File: src/rtl/arith_logic_shift_unit.sv
module arith_logic_shift_unit #(
  parameter int W = 8
) (
  input  logic [W-1:0] a_i,
  input  logic [W-1:0] b_i,
  input  logic         carry_i,
  input  logic [3:0]   fn_i,
  input  logic         sr_in_i,
  input  logic         sl_in_i,
  output logic [W-1:0] res_o,
  output logic         carry_o,
  output logic         ovf_o
);
  logic [W:0]   c;
  logic [W-1:0] y, sum, lg, shr, shl;
  logic         arith;

  assign c[0]  = carry_i;
  assign arith = (fn_i[3:2] == 2'b00);

  for (genvar i = 0; i < W; i++) begin : g_bit
    assign y[i]   = fn_i[1] ? fn_i[0] : (b_i[i] ^ fn_i[0]);
    assign sum[i] = a_i[i] ^ y[i] ^ c[i];
    assign c[i+1] = (a_i[i] & y[i]) | (c[i] & (a_i[i] ^ y[i]));
    assign lg[i]  = fn_i[1] ? (fn_i[0] ? ~a_i[i] : (a_i[i] & b_i[i]))
                            : (fn_i[0] ? (a_i[i] | b_i[i]) : (a_i[i] ^ b_i[i]));
    if (i == W-1) begin : g_top
      assign shr[i] = sr_in_i;
    end else begin : g_mid_r
      assign shr[i] = a_i[i+1];
    end
    if (i == 0) begin : g_bot
      assign shl[i] = sl_in_i;
    end else begin : g_mid_l
      assign shl[i] = a_i[i-1];
    end
    always_comb begin
      case (fn_i[3:2])
        2'b00:   res_o[i] = sum[i];
        2'b01:   res_o[i] = lg[i];
        2'b10:   res_o[i] = shr[i];
        default: res_o[i] = shl[i];
      endcase
    end
  end

  assign carry_o = arith & c[W];
  assign ovf_o   = arith & (c[W] ^ c[W-1]);
endmodule


File: config.mk
export PLATFORM = sky130hd
export DESIGN_NAME = arith_logic_shift_unit
export DESIGN_NICKNAME = d
export VERILOG_FILES = /design/src/rtl/arith_logic_shift_unit.sv
export SDC_FILE = /design/constraint.sdc
export NUM_CORES = 1
export LEC_CHECK = 0
export ABC_AREA = 0
export BUFFER_PORTS_ARGS = -buffer_cell sky130_fd_sc_hd__buf_2
export CORE_ASPECT_RATIO = 1.75
export CORE_MARGIN = 2
export CORE_UTILIZATION = 35
export DETAILED_ROUTE_END_ITERATION = 7
export PLACE_DENSITY = 0.58
export SLEW_MARGIN = 30
export SYNTH_ARGS = -nofsm -noshare
export SYNTH_HDL_FRONTEND = slang
export SYNTH_SLANG_ARGS = --single-unit
export TNS_END_PERCENT = 5
File: constraint.sdc
create_clock -name vclk -period 7.7
set_input_delay 1.155 -clock vclk [all_inputs]
set_output_delay 1.155 -clock vclk [all_outputs]
set_load 0.01 [all_outputs]
==> results of run 1 <==
[routing by layer]
layer | share of wire (%) | global-route usage, % | routed length [um]
met5 | 0 | 0 | 0
met3 | 5.2 | 0.4739 | 123
met4 | 1.5 | 1.961 | 35
met1 | 39 | 17.44 | 929
met2 | 54 | 29.47 | 1291
[where the power goes]
group | switching, mW | leakage [nW] | internal [mW]
combinational | 0.0411 | 0.616 | 0.0399
clock | 0 | 0 | 0
sequential | 0 | 0 | 0
[cells in the mapped netlist, drive strengths merged]
| cell | instances |
|---|---|
| nor3b | 1 |
| nor2 | 2 |
| inv | 22 |
| clkbuf | 2 |
| buf | 5 |
| a22oi | 5 |
| a21o | 1 |
| mux2i | 6 |
| xnor2 | 9 |
| fa | 8 |
| a31oi | 3 |
| mux4 | 4 |
| nand2b | 7 |
| mux2 | 6 |
| a21oi | 4 |
| a21boi | 1 |
| ha | 16 |
| nand2 | 3 |
| nor2b | 5 |
| nor3 | 1 |
| a222oi | 2 |
| a211oi | 4 |
[worst max path at each step]
stage               startpoint       end  slack (ns)  depth (start not counted)
floorplan              fn_i[1]  res_o[7]        1.42                         16
global placement       fn_i[0]  res_o[7]        1.39                         15
detailed placement     fn_i[0]  res_o[7]        1.24                         15
CTS                    fn_i[0]  res_o[7]        1.23                         15
global route           fn_i[0]  res_o[7]        1.07                         15
finish                 fn_i[0]  res_o[7]        1.28                         15
[placed cells by master, fill, tap and decap left out, drive strengths merged]
cell,instances
buf,34
inv,22
ha,16
xnor2,9
fa,8
nand2b,7
mux2,6
mux2i,6
nor2b,5
a22oi,5
mux4,4
a21oi,4
a211oi,4
nand2,3
a31oi,3
nor2,2
a222oi,2
a21o,1
a21boi,1
nor3b,1
nor3,1
[cells by family after synthesis]
kind of cell / Yosys count / share of synthesized area [%]
buffers and inverters: 29 / 11.40
muxes: 16 / 21.32
xor gates and xnor gates: 9 / 7.721
AOI/OAI and AO/OA: 20 / 13.85
and+or+nand+nor: 19 / 10.42
adders and majority gates: 24 / 35.29
[worst min-delay path: stages]
cell      delay (ns)
buf_2           0.08
a211oi_1        0.06
a21oi_1         0.11
buf_2           0.14
[area by class of cell]
class | count | area, um2
fillers | 306 | 1668
inverters | 22 | 82.58
multi-input cells | 88 | 904.6
well taps | 28 | 35.03
repair buffers | 34 | 172.7
==> results.tsv, run 1 <==
metric	value	unit
final hold vios	0	
clock buffer count	0	
Leak Pwr	0.6159	nW
DR WL/cell	13.83	um
mapped cell area	0.001021	mm2
Yosys top cell by area	ha_1	
setup tns final	0	ns
Setup crit start kind	input pin	
die height	75.45	um
Mapped Cells	117	
average size of a mapped cell	8.726	um2
top-area cell type share of the netlist area	19.61	%
post-route minimum period	6.423	ns
Seq/Total Area, Yosys	0	%
sequential cell count	0	
hold endpoint	res_o[7]	
synth top area cells	ha_1, fa_1, mux4_2	
min-delay worst type	in2out	
critical path buffer and inverter count	3	
largest net degree at the start of global routing	23	
Distinct cells, synth	24	
Slew headroom	68.74	%
Setup WS post-layout	1.277	ns
Post-CTS Hold Buffers	0	
Layout area overhead	17.03	%
Crit path required time	6.55	ns
Final Non-Filler Cells	172	
WP data arrival	5.27	ns
cell mode on critical path	fa_1	
first-pass GRT wire length	3.912	mm
Die W	44.83	um
RSZ-0062 raised after global routing	no	
CP Cell Sequence	buf_2 > xnor2_1 > fa_1 > inv_1 > fa_1 > fa_1 > fa_1 > fa_1 > fa_1 > fa_1 > fa_1 > nor2b_1 > a211oi_1 > a21oi_1 > buf_2	
DRT iter0 DRCs	23	
CP delay by family, top	adder cells	
Hold Path Depth	4	
hold slack	2.692	ns
crit path capture type	primary output	
GPL Wtd Cong	0.7923	
vias in the first global route	921	
fin nets	193	
Via-to-Cell Ratio	5.337	
slew of the pin with the lowest slew margin	0.4680	ns
1st-pass router iterations	4	
core area	0.002863	mm2
status	completed	
yosys warns	0	
Vias	918	
Max Clock Freq	0.1557	GHz
pre-CTS WS	1.240	ns
Placed Area	0.001195	mm2
Cells after DPL	172	
number of port buffers	33	
Power, Total	0.08107	mW
Slew Limit Fails	0	
Period Utilization, post-route	83.41	%
Synth Net Count	164	
total track usage	14.83	%
Final Setup Violations	0	
Max Cap Viol	0	
WL final	2.379	mm
CP max stage cell	fa_1	
initial antenna violation count	0	
io pins	33	
Post-CTS Resized	0	
fin util	41.74	%
area of the die	0.003382	mm2
hold_sp	sr_in_i	
row cnt	26	
initial core utilization	35.66	%
design area	0.001195	mm2
Reg area	0	um2
CP Class	in2out	
crit path max fanout	12	
maximum VDD drop	0.00003734	V
Worst path max stage delay	0.43	ns
layout cells sized above 1	30.56	%
Remaining DRCs	0	
Pwr per Cell Area	67.85	mW/mm2
Routed Antenna Nets	0	
Post-CTS Setup Inserts	0	
antenna cell count	0	
hpwl dp	1.983	mm
grt ovf	0	
Power figures use the tool's default switching activity.
==> run 2, diff against run 1 <==
Settings changed: PLACE_DENSITY 0.58 to 0.6.
Clock period 7.7 ns to 5.3 ns, I/O delays scaled along.
==> results.tsv, run 2 (synthesized netlist as in run 1, its figures left out) <==
metric	value	unit
status	finished, violations left	
failing checks	setup timing	
fin util	44.62	%
Post-CTS Setup Inserts	0	
DRT iter0 DRCs	27	
Slew Limit Fails	0	
final hold vios	0	
Vias	929	
layout cells sized above 1	39.74	%
min-delay worst type	in2out	
vias in the first global route	914	
fin nets	200	
hold slack	1.985	ns
crit path max fanout	2	
initial antenna violation count	0	
antenna cell count	0	
clock buffer count	0	
Layout area overhead	25.12	%
total track usage	14.35	%
largest net degree at the start of global routing	23	
Levels on crit path	17	
WL final	2.379	mm
post-route minimum period	5.384	ns
slew of the pin with the lowest slew margin	0.4892	ns
sequential cell count	0	
# fillers	297	
Power, Total	0.1264	mW
GPL Wtd Cong	0.7599	
cell mode on critical path	fa_2	
Crit path required time	4.51	ns
critical path buffer and inverter count	4	
Post-CTS Hold Buffers	0	
most frequent cells in the layout	buf_2, inv_1, ha_1, xnor2_1, buf_4	
grt ovf	0	
Slew headroom	67.32	%
crit path to	res_o[7]	
Setup WS post-layout	-0.08449	ns
io pins	33	
first-pass GRT wire length	3.801	mm
die height	75.45	um
RSZ-0062 raised after global routing	yes	
Max Clock Freq	0.1857	GHz
Remaining DRCs	0	
crit path capture type	primary output	
1st-pass router iterations	4	
Die W	44.83	um
Via-to-Cell Ratio	5.190	
Period Utilization, post-route	101.6	%
pre-CTS WS	-0.1741	ns
Pwr per Cell Area	98.96	mW/mm2
commonest non-fill, non-tap cell in the layout	buf_2	
Leak Pwr	0.6504	nW
Final Setup Violations	1	
CP Class	in2out	
launch point of the worst path	b_i[0]	
WP data arrival	4.59	ns
Setup crit start kind	input pin	
number of port buffers	33	
DR WL/cell	13.29	um
hpwl dp	1.952	mm
initial core utilization	35.66	%
area of the die	0.003382	mm2
Worst path max stage delay	0.48	ns
CP max stage cell	fa_1	
row cnt	26	
CP Cell Sequence	buf_2 > inv_1 > nor2_2 > xnor2_2 > fa_2 > inv_1 > fa_1 > fa_2 > fa_2 > fa_2 > fa_2 > fa_2 > fa_1 > nor2b_1 > a211oi_2 > a21oi_1 > buf_2	
setup tns final	-0.08449	ns
core area	0.002863	mm2
Routed Antenna Nets	0	
CP delay by family, top	adder cells	
Max Cap Viol	0	
maximum VDD drop	0.00004227	V
Reg area	0	um2
## run 2: changes by cell type in the layout (fill, tap and decap cells not counted), sizes merged
cell / delta
buf: +7
## run 2: area by class of cell
type / count / area (um2) / area share [%]
Multi-Input combinational cell: 88 / 934.6 / 73.16
Timing Repair Buffer: 41 / 225.2 / 17.63
Inverter: 22 / 82.58 / 6.464
Tap cell: 28 / 35.03 / 2.742
## run 2: worst min-delay path by stage
stage | depth (start not counted) | to | from
floorplan | 2 | res_o[3] | a_i[4]
global placement | 4 | res_o[7] | sr_in_i
detailed placement | 4 | res_o[7] | sr_in_i
CTS | 4 | res_o[7] | sr_in_i
global route | 3 | res_o[0] | sl_in_i
finish | 4 | res_o[7] | sr_in_i
## run 2: power breakdown
group	switching [mW]	leakage, nW	total, mW	internal (mW)
combinational	0.0620	0.650	0.126	0.0644
clock	0	0	0	0
sequential	0	0	0	0
total	0.0620	0.650	0.126	0.0644
## run 2: routing by layer
metal | global-route usage [%] | routed length (um) | vias to the layer above
met1 | 15.55 | 915 | 443
met5 | 0 | 0 | -
met3 | 0.2370 | 86 | 0
li1 | - | - | 464
met4 | 0 | 0 | 0
met2 | 31.08 | 1377 | 22
## run 2: metrics by stage
stage          std cells  instance area, um2
2_1_floorplan        117                1039
3_3_place_gp         179                1262
3_5_place_dp         179                1262
4_1_cts              179                1262
5_1_grt              179                1277
6_report             179                1277
## run 2: timing repair
| action | in CTS | in global routing |
|---|---|---|
| pin swaps | 1 | 0 |
| resized for setup | 0 | 3 |
| hold endpoints to repair | 0 | 0 |
| endpoints found under the setup margin | 1 | 2 |
